File: src/rtl/pllsyn_pkg.sv
`timescale 1ns/1ps
package pllsyn_pkg;

   typedef enum logic {
      BAND_LO = 1'b0,
      BAND_HI = 1'b1
   } band_e;

   localparam int unsigned OSC_COUNT = 2;

endpackage

File: src/rtl/pllsyn_osc_tick.sv
`timescale 1ns/1ps
module pllsyn_osc_tick #(
   parameter int unsigned N_IN = 2,
   localparam int unsigned SEL_W = (N_IN > 1) ? $clog2(N_IN) : 1
) (
   input  logic             clk,
   input  logic             rst_n,
   input  logic [N_IN-1:0]  osc,
   input  logic [SEL_W-1:0] sel,
   output logic             tick
);

   logic [N_IN-1:0] osc_q;
   logic [N_IN-1:0] rise;

   initial begin
      assert (N_IN >= 1) else $error("pllsyn_osc_tick: N_IN must be at least 1");
   end

   always_ff @(posedge clk or negedge rst_n) begin
      if (!rst_n) osc_q <= '0;
      else        osc_q <= osc;
   end

   for (genvar i = 0; i < int'(N_IN); i++) begin : g_rise
      assign rise[i] = osc[i] & ~osc_q[i];
   end

   assign tick = rise[sel];

   // a rising edge cannot repeat on consecutive clocks
   assert_tick_spacing_R2: assert property (@(posedge clk) disable iff (!rst_n)
      rise[0] |=> !rise[0]);

endmodule

File: src/rtl/pllsyn_div_cnt.sv
`timescale 1ns/1ps
module pllsyn_div_cnt #(
   parameter int unsigned DIV_W   = 14,
   parameter int unsigned MIN_DIV = 2
) (
   input  logic             clk,
   input  logic             rst_n,
   input  logic             clr,
   input  logic             tick,
   input  logic [DIV_W-1:0] n_req,
   output logic             div_pulse
);

   localparam logic [DIV_W-1:0] N_FLOOR = DIV_W'(MIN_DIV);

   logic [DIV_W-1:0] cnt;
   logic [DIV_W-1:0] n_cur;
   logic [DIV_W-1:0] n_clamp;
   logic [DIV_W-1:0] n_lim;
   logic             fresh;
   logic             term;

   initial begin
      assert (MIN_DIV >= 2) else $error("pllsyn_div_cnt: MIN_DIV below 2 stalls the divider");
      assert (DIV_W >= 2 && DIV_W <= 31) else $error("pllsyn_div_cnt: DIV_W out of range");
   end

   assign n_clamp = (n_req < N_FLOOR) ? N_FLOOR : n_req;
   assign n_lim   = fresh ? n_clamp : n_cur;
   assign term    = tick && (cnt == (n_lim - 1'b1));

   always_ff @(posedge clk or negedge rst_n) begin
      if (!rst_n) begin
         cnt       <= '0;
         n_cur     <= N_FLOOR;
         fresh     <= 1'b1;
         div_pulse <= 1'b0;
      end else if (clr) begin
         cnt       <= '0;
         fresh     <= 1'b1;
         div_pulse <= 1'b0;
      end else begin
         div_pulse <= term;
         if (tick) begin
            fresh <= 1'b0;
            if (term) begin
               cnt   <= '0;
               n_cur <= n_clamp;
            end else begin
               cnt   <= cnt + 1'b1;
               n_cur <= n_lim;
            end
         end
      end
   end

   // latched divisor never drops below the floor
   assert_floor_R4: assert property (@(posedge clk) disable iff (!rst_n)
      !fresh |-> (n_cur >= N_FLOOR));

   // divisor only moves on a counted edge or a restart
   assert_latch_hold_R5: assert property (@(posedge clk) disable iff (!rst_n)
      (!tick && !clr && !fresh) |=> $stable(n_cur));

   // count stays below the active limit
   assert_cnt_range_R2: assert property (@(posedge clk) disable iff (!rst_n)
      !fresh |-> (cnt < n_cur));

   // period end is a single-cycle pulse
   assert_pulse_single_R7: assert property (@(posedge clk) disable iff (!rst_n)
      div_pulse |=> !div_pulse);

endmodule

File: src/rtl/pllsyn_pfd.sv
`timescale 1ns/1ps
module pllsyn_pfd (
   input  logic clk,
   input  logic rst_n,
   input  logic clr,
   input  logic ref_ev,
   input  logic fb_ev,
   output logic up,
   output logic dn
);

   logic up_nx;
   logic dn_nx;

   assign up_nx = up | ref_ev;
   assign dn_nx = dn | fb_ev;

   always_ff @(posedge clk or negedge rst_n) begin
      if (!rst_n) begin
         up <= 1'b0;
         dn <= 1'b0;
      end else if (clr || (up_nx && dn_nx)) begin
         up <= 1'b0;
         dn <= 1'b0;
      end else begin
         up <= up_nx;
         dn <= dn_nx;
      end
   end

   assert_never_both_R8: assert property (@(posedge clk) disable iff (!rst_n)
      !(up && dn));

   assert_ref_sets_up_R6: assert property (@(posedge clk) disable iff (!rst_n)
      (ref_ev && !dn && !fb_ev && !clr) |=> up);

   assert_up_holds_R6: assert property (@(posedge clk) disable iff (!rst_n)
      (up && !fb_ev && !clr) |=> up);

   assert_dn_holds_R7: assert property (@(posedge clk) disable iff (!rst_n)
      (dn && !ref_ev && !clr) |=> dn);

endmodule

File: src/rtl/pll_divpfd.sv
`timescale 1ns/1ps
module pll_divpfd #(
   parameter int unsigned DIV_W   = 14,
   parameter int unsigned AM_LSB  = 4,
   parameter int unsigned MIN_DIV = 2
) (
   input  logic             clk,
   input  logic             rst_n,
   input  logic             fm_osc,
   input  logic             am_osc,
   input  logic [DIV_W-1:0] div_word,
   input  logic             band_fm,
   input  logic             ref_stb,
   output logic             pump_up,
   output logic             pump_dn,
   output logic             pump_drive
);
   import pllsyn_pkg::*;

   localparam int unsigned AM_W = DIV_W - AM_LSB;

   band_e            band_now;
   band_e            band_q;
   logic             band_chg;
   logic [1:0]       osc_vec;
   logic             lo_tick;
   logic [DIV_W-1:0] n_hi;
   logic [DIV_W-1:0] n_lo;
   logic [DIV_W-1:0] n_sel;
   logic             fb_pulse;

   initial begin
      assert (AM_LSB < DIV_W - 1) else $error("pll_divpfd: AM field must keep two bits");
      assert (OSC_COUNT == 2) else $error("pll_divpfd: exactly two oscillator inputs expected");
   end

   assign band_now = band_fm ? BAND_HI : BAND_LO;

   always_ff @(posedge clk or negedge rst_n) begin
      if (!rst_n) band_q <= BAND_LO;
      else        band_q <= band_now;
   end

   assign band_chg = (band_now != band_q);

   // index 0 = low band input, index 1 = high band input
   assign osc_vec = {fm_osc, am_osc};

   pllsyn_osc_tick #(.N_IN(OSC_COUNT)) u_tick (
      .clk   (clk),
      .rst_n (rst_n),
      .osc   (osc_vec),
      .sel   (band_now),
      .tick  (lo_tick)
   );

   assign n_hi = div_word;

   if (AM_LSB == 0) begin : g_lo_full
      assign n_lo = div_word;
   end else begin : g_lo_field
      assign n_lo = {{AM_LSB{1'b0}}, div_word[DIV_W-1 -: AM_W]};
   end

   assign n_sel = (band_now == BAND_HI) ? n_hi : n_lo;

   pllsyn_div_cnt #(.DIV_W(DIV_W), .MIN_DIV(MIN_DIV)) u_cnt (
      .clk       (clk),
      .rst_n     (rst_n),
      .clr       (band_chg),
      .tick      (lo_tick),
      .n_req     (n_sel),
      .div_pulse (fb_pulse)
   );

   pllsyn_pfd u_pfd (
      .clk    (clk),
      .rst_n  (rst_n),
      .clr    (band_chg),
      .ref_ev (ref_stb),
      .fb_ev  (fb_pulse),
      .up     (pump_up),
      .dn     (pump_dn)
   );

   assign pump_drive = pump_up | pump_dn;

   // a band switch leaves no correction pending
   assert_band_clear_R10: assert property (@(posedge clk) disable iff (!rst_n)
      band_chg |=> (!pump_up && !pump_dn && !fb_pulse));

   // drive is released whenever both requests are idle one clock after a clear
   assert_hiz_R9: assert property (@(posedge clk) disable iff (!rst_n)
      band_chg |=> !pump_drive);

endmodule

File: config.mk
export PLATFORM = sky130hd
export DESIGN_NAME = pll_divpfd
export DESIGN_NICKNAME = d
export VERILOG_FILES = /design/src/rtl/pllsyn_pkg.sv /design/src/rtl/pllsyn_osc_tick.sv /design/src/rtl/pllsyn_div_cnt.sv /design/src/rtl/pllsyn_pfd.sv /design/src/rtl/pll_divpfd.sv
export SDC_FILE = /design/constraint.sdc
export NUM_CORES = 1
export LEC_CHECK = 0
export ABC_CLOCK_PERIOD_IN_PS = 4160
export BUFFER_PORTS_ARGS = -buffer_cell sky130_fd_sc_hd__buf_2
export CAP_MARGIN = 5
export CORE_MARGIN = 10
export CORE_UTILIZATION = 55
export CTS_CLUSTER_SIZE = 20
export DETAILED_ROUTE_END_ITERATION = 8
export HOLD_SLACK_MARGIN = 0.1
export PLACE_DENSITY = 0.75
export SETUP_SLACK_MARGIN = 0.02
export SYNTH_ARGS = -nofsm -noshare
export SYNTH_HDL_FRONTEND = slang
export SYNTH_SLANG_ARGS = --single-unit
File: constraint.sdc
create_clock -name clk -period 4.16 [get_ports clk]
set_clock_uncertainty 0.2 [all_clocks]
set_input_delay 0.832 -clock clk [delete_from_list [all_inputs] [get_ports clk]]
set_output_delay 0.832 -clock clk [all_outputs]
set_load 0.02 [all_outputs]
=== Word level (Yosys, flattened, before mapping) ===
Index checks and enable logic that the tools add are counted.
W data, S select, Z words.

* Register bits after elaboration: 35
* Input port bits: 20
* Output and inout port bits: 3
* Logic and storage cells: 42

* $add $sub $neg: 2
* Order comparisons: 2
* Equal/unequal tests: 2
* Multiplexer cells: 15
* Bitwise gates (word level): 8
* Reductions and logical operators: 5

{| class="wikitable"
|+ Operators by type and width
! cell !! count
|-
| $mux W14 || 7
|-
| $add A14 B1 Y14 const B || 1
|-
| $eq A14 B14 Y1 || 1
|-
| $lt A14 B2 Y1 const B || 1
|-
| $sub A14 B1 Y14 const B || 1
|-
| $mux W1 || 8
|-
| $not A1 Y1 || 3
|-
| $or A1 B1 Y1 || 3
|-
| $and A1 B1 Y1 || 2
|-
| $logic_and A1 B1 Y1 || 2
|-
| $lt A1 B2 Y1 const B || 1
|-
| $reduce_and A2 Y1 || 1
|-
| $reduce_bool A2 Y1 || 1
|-
| $logic_or A1 B1 Y1 || 1
|-
| $ne A1 B1 Y1 || 1
|}

=== Longest topological paths before layout ===
* Depth after elaboration: 11
* Depth in mapped cells: 17
* Depth with buffers taken out: 14

=== Cells and area by module ===
A second synthesis with hierarchy kept.

* Cells, all modules: 248
* Area total of the unflattened synthesis: 2,577.5 µm²

{| class="wikitable"
|+ By module, submodules not included
! module !! instances !! cells an instance !! area an instance (µm²) !! seq. area each (µm²)
|-
| pllsyn_div_cnt || 1 || 218 || 2,200.9 || 753.2
|-
| pll_divpfd || 1 || 19 || 232.7 || 25.0
|-
| pllsyn_osc_tick || 1 || 5 || 73.8 || 50.0
|-
| pllsyn_pfd || 1 || 6 || 70.1 || 50.0
|}

=== Least setup slack after synthesis ===
No wires, ideal clock.

* Kind: input-to-reg
* From: input band_fm
* To: register u_cnt.n_cur[5]
* Library setup time: 0.125 ns
* Data arrival time: 3.908 ns
* Data required time: 3.835 ns
* Setup slack: -0.073 ns
* Cell stages on the path: 17
* Path buffers: 4
* Cell sequence: buf_6 buf_6 clkbuf_1 mux2i_1 a21oi_1 a21oi_1 ha_1 and2_1 a22o_1 and4_1 and4bb_2 o21ai_0 a22oi_2 nand4_4 a21oi_4 buf_12 mux2_4

* Word-level cells in the longest chain between the ends: 9
* Elaborated cells between the ends (all ways): 14
* Classes of those cells: add/sub: 1; order compare: 1; eq/ne: 2; mux: 7; bitwise: 1; reduce/logical: 2

{| class="wikitable"
|+ Ends and longest elaborated chain
! element !! line !! RTL
|-
| start, declared || pll_divpfd.sv:12 || <nowiki>input logic band_fm,</nowiki>
|-
| $mux W1 (*) || pll_divpfd.sv:37 || <nowiki>assign band_now = band_fm ? BAND_HI : BAND_LO;</nowiki>
|-
| $mux W14 || pll_divpfd.sv:65 || <nowiki>assign n_sel = (band_now == BAND_HI) ? n_hi : n_lo;</nowiki>
|-
| $lt A14 B2 Y1 || pllsyn_div_cnt.sv:28 || <nowiki>assign n_clamp = (n_req < N_FLOOR) ? N_FLOOR : n_req;</nowiki>
|-
| $mux W14 || pllsyn_div_cnt.sv:28 ||
|-
| $mux W14 || pllsyn_div_cnt.sv:29 || <nowiki>assign n_lim = fresh ? n_clamp : n_cur;</nowiki>
|-
| $sub A14 B1 Y14 || pllsyn_div_cnt.sv:30 || <nowiki>assign term = tick && (cnt == (n_lim - 1'b1));</nowiki>
|-
| $eq A14 B14 Y1 || pllsyn_div_cnt.sv:30 ||
|-
| $logic_and A1 B1 Y1 || pllsyn_div_cnt.sv:30 ||
|-
| $mux W14 || pllsyn_div_cnt.sv:46 || <nowiki>if (term) begin</nowiki>
|-
| end signal, assigned || pllsyn_div_cnt.sv:48 || <nowiki>n_cur <= n_clamp;</nowiki>
|-
| end signal, assigned || pllsyn_div_cnt.sv:51 || <nowiki>n_cur <= n_lim;</nowiki>
|-
| end, declared || pllsyn_div_cnt.sv:17 || <nowiki>logic [DIV_W-1:0] n_cur;</nowiki>
|}

Every way passes the cells marked *; elsewhere a longest branch is shown, timed or not. The select of a mux whose other input is x is not followed.
A chain may end at the register's enable or synchronous reset.

=== Worst setup path in the final report ===
* From: input div_word[13]
* To: register u_cnt.n_cur[3]

* Word-level cells in the longest chain between the ends: 8

{| class="wikitable"
|+ Ends and longest elaborated chain
! element !! line !! RTL
|-
| start, declared || pll_divpfd.sv:11 || <nowiki>input logic [DIV_W-1:0] div_word,</nowiki>
|-
| $mux W14 (*) || pll_divpfd.sv:65 ||
|-
| $lt A14 B2 Y1 || pllsyn_div_cnt.sv:28 ||
|-
| $mux W14 (*) || pllsyn_div_cnt.sv:28 ||
|-
| $mux W14 || pllsyn_div_cnt.sv:29 ||
|-
| $sub A14 B1 Y14 || pllsyn_div_cnt.sv:30 ||
|-
| $eq A14 B14 Y1 || pllsyn_div_cnt.sv:30 ||
|-
| $logic_and A1 B1 Y1 || pllsyn_div_cnt.sv:30 ||
|-
| $mux W14 (*) || pllsyn_div_cnt.sv:46 ||
|}

Every way passes the cells marked *; elsewhere a longest branch is shown, timed or not.

==> impl_results.md <==
* Status: completed
* Root Buffer Master: clkbuf_8
* Final Net Count at 339
* Finished Layout Cells at 370
* Post-CTS setup buffer count at 0
* Setup Viol. Count Final at 0
* Req. time, crit path at 4140 ps
* Worst R2R Path Depth at 14
* Leakage power at 1.33 nW
* GRT Util Overall at 16.4%
* Clock transition at path regs at 70 ps
* Mux contribution to synthesized area at 14.5%
* Core area at 0.00438 sq mm
* Area Overhead vs Synth at 17.9%
* Final worst setup slack at 232 ps
* Register area share after synthesis at 34.9%
* Minimum clock period at 3930 ps
* Placed standard-cell area at 0.00283 sq mm
* Ant. Diodes at 0
* First-pass GRT wire length at 10200 um
* DR iter-0 viols at 178
* Unrepaired setup endpoints after global routing: false
* Post-synth EDFFs at 0
* YS warnings at 0
* # DRC at 0
* Pin count of the biggest net entering global routing at 36
* Clock Path Buffers at 2
* Die Y at 87.7 um
* Vias/cell at 6.04
* Post-synth ARST share at 100%
* Rel. slew slack at 47.9%
* Share of cells above drive strength 1 at 28.3%
* Synth Area per Inst at 9.29 sq um
* CTS tree: yes
* Vias in the first global route at 2181
* Slowest CP cell: mux2_2
* Synth cell types at 53
* Vias at 2233
* CTS buffer count at 5
* Die width at 87.7 um
* Worst Hold Depth at 1
* Post-Synth XOR/XNOR Area at 6.26%
* Clk_lat worst skew at 300 ps
* Hold Crit Class: reg -> reg
* Util after Layout at 67.8%
* Largest stage delay, worst path at 340 ps
* Die area at 0.00769 sq mm
* Most used flip-flop cell after synthesis: dfrtp_1
* First-pass iteration count of the detailed router at 4
* # resized after CTS at 0
* Drt total wl at 6110 um
* Setup TNS at 0 ps
* Final GP Congestion at 0.898
* Tcrit/Tclk final at 94.4%
* Adder-cell share of the synthesized area at 0.994%
* Pwr per Cell Area at 361 mW/mm^2
* # H-tree levels at 2
* Post-Syn Instances at 271
* Setup crit end kind: flop
* Fmax at 255 MHz
* Crit-path cells: buf_2 -> nor4_1 -> buf_4 -> and4_1 -> nor3_1 -> a21oi_1 -> ha_1 -> and2_1 -> a22o_4 -> and4_4 -> and4bb_2 -> o21ai_0 -> a22oi_2 -> nand4_4 -> a21oi_4 -> buf_12 -> mux2_2
* Hold slack at 227 ps
* Maximum vdd drop at 0.000264 V
* Drt wl/cell at 16.5 um
* Buf+Inv Stages, Crit Path at 3
* Worst Max-Slew Pin Slew at 782 ps
* Final Instance Area at 0.00297 sq mm
* Crit path max fanout at 12
* Startpoint types: primary input
* Number of stages on the worst setup path at 17
* Total grt overflow at 0
* Initial Utilization at 57.4%
* Count of final hold-check violations at 0
* Pre-CTS setup slack at -147 ps
* CTS Sinks at 35
* Num rows at 24
* Io pins at 23
* Max Slew Vio Count at 0
* Hpwl dp at 4550 um
* IO buf count at 22
* Total power at 1.07 mW
* Crit Path Class: in -> reg
* Largest delay share family, worst path: simple AND/OR/NAND/NOR gates
* Max Cap Viol at 0
* Mapped Nets at 293
* Largest family of logic cells by synthesized area: simple AND/OR/NAND/NOR gates
* DRT antenna net count at 0
* Netlist Area Pre-Place at 0.00252 sq mm
* Inst Count DP at 362
* Post-Synth Simple-Gate Area at 26.6%
* Post-synthesis register bit count at 35
* Cts hold-fix bufs at 0
* Initial antenna violation count at 0
* Synth Area in Compound Gates at 12.4%
* WP data arrival at 3910 ps
cell type report:
cell class | instances | area, sq um
flip-flops and latches | 35 | 878
clock buffers | 6 | 82.6
multi-input cells | 216 | 1550
fillers | 353 | 1410
inverters | 10 | 37.5
clock inverters | 2 | 35.0
repair buffers | 49 | 325
well taps | 52 | 65.1
power by group:
part | switching [mW] | internal [mW]
combinational | 0.164 | 0.157
clock | 0.130 | 0.194
sequential | 0.0323 | 0.395
total | 0.327 | 0.746
sequential cells by signal, summed over array words and instances (netlist names):
| signal | count |
|---|---|
| u_pfd.up | 1 |
| u_cnt.n_cur | 14 |
| u_pfd.dn | 1 |
| u_cnt.cnt | 14 |
| band_q | 1 |
| u_cnt.div_pulse | 1 |
| u_tick.osc_q | 2 |
| u_cnt.fresh | 1 |
cell usage in the layout (no fill, tap or decap), types with 2 or more instances in the layout:
cell      instances
dfrtp_1          33
nand2_1          32
buf_4            26
buf_2            22
mux2i_1          15
o21ai_0          15
nor2_1           13
xnor2_1          13
nand3_1          13
nor3_1           11
inv_1             9
mux2_2            9
and3_1            8
a21oi_1           7
nand4_1           6
mux2_4            6
a31oi_1           6
nand4b_1          6
clkbuf_8          6
xor2_1            5
and4_1            4
nand3b_1          4
nor4_1            3
or3_1             3
o32ai_1           3
nand2b_1          3
a211oi_1          3
or2_2             3
and2_1            2
mux2_1            2
ha_1              2
dfstp_2           2
synthesized netlist by cell type, drive strengths merged, types with 4 or more instances:
cell / instances / area share, %
a21oi: 8 / 2.0
clkbuf: 4 / 0.60
xnor2: 13 / 4.5
nand2: 32 / 4.8
nand4: 8 / 2.8
mux2: 17 / 8.5
mux2i: 15 / 6.0
nand4b: 6 / 2.1
nor3: 12 / 2.8
nand3b: 4 / 1.2
nand3: 13 / 2.6
nor2: 13 / 1.9
o21ai: 16 / 3.3
and3: 8 / 2.0
and4: 5 / 1.7
xor2: 5 / 1.7
buf: 6 / 2.4
dfrtp: 33 / 33
a31oi: 6 / 1.5
inv: 10 / 1.5
path summary, 6_finish.rpt:
path,slack (ps),startpoint,end
max,230,div_word[13],u_cnt.n_cur[3]$_DFFE_PN0P_
min,230,u_cnt.div_pulse$_DFF_PN0_,u_pfd.up$_DFF_PN0_
max reg2reg,740,u_cnt.fresh$_DFFE_PN1P_,u_cnt.n_cur[3]$_DFFE_PN0P_
min reg2reg,230,u_cnt.div_pulse$_DFF_PN0_,u_pfd.up$_DFF_PN0_
max in group asynchronous,2850,rst_n,u_cnt.n_cur[3]$_DFFE_PN0P_
min in group asynchronous,400,rst_n,u_cnt.n_cur[13]$_DFFE_PN0P_
metal layers:
| metal | routed length, um | vias up | global-route usage [%] | part of all wire (%) |
|---|---|---|---|---|
| met5 | 0 | - | 0 | 0 |
| met4 | 76 | 0 | 6.23 | 1.2 |
| met3 | 279 | 6 | 3.81 | 4.6 |
| met2 | 2970 | 37 | 26.1 | 49 |
| met1 | 2780 | 1093 | 21.1 | 46 |
| li1 | - | 1097 | - | - |
kinds of logic after synthesis:
| group | Yosys count |
|---|---|
| mux | 32 |
| xor+xnor | 18 |
| flops | 35 |
| compound gates | 46 |
| buf+inv | 20 |
| fa+ha+maj | 2 |
| simple gates | 118 |
Power figures use the tool's default switching activity.
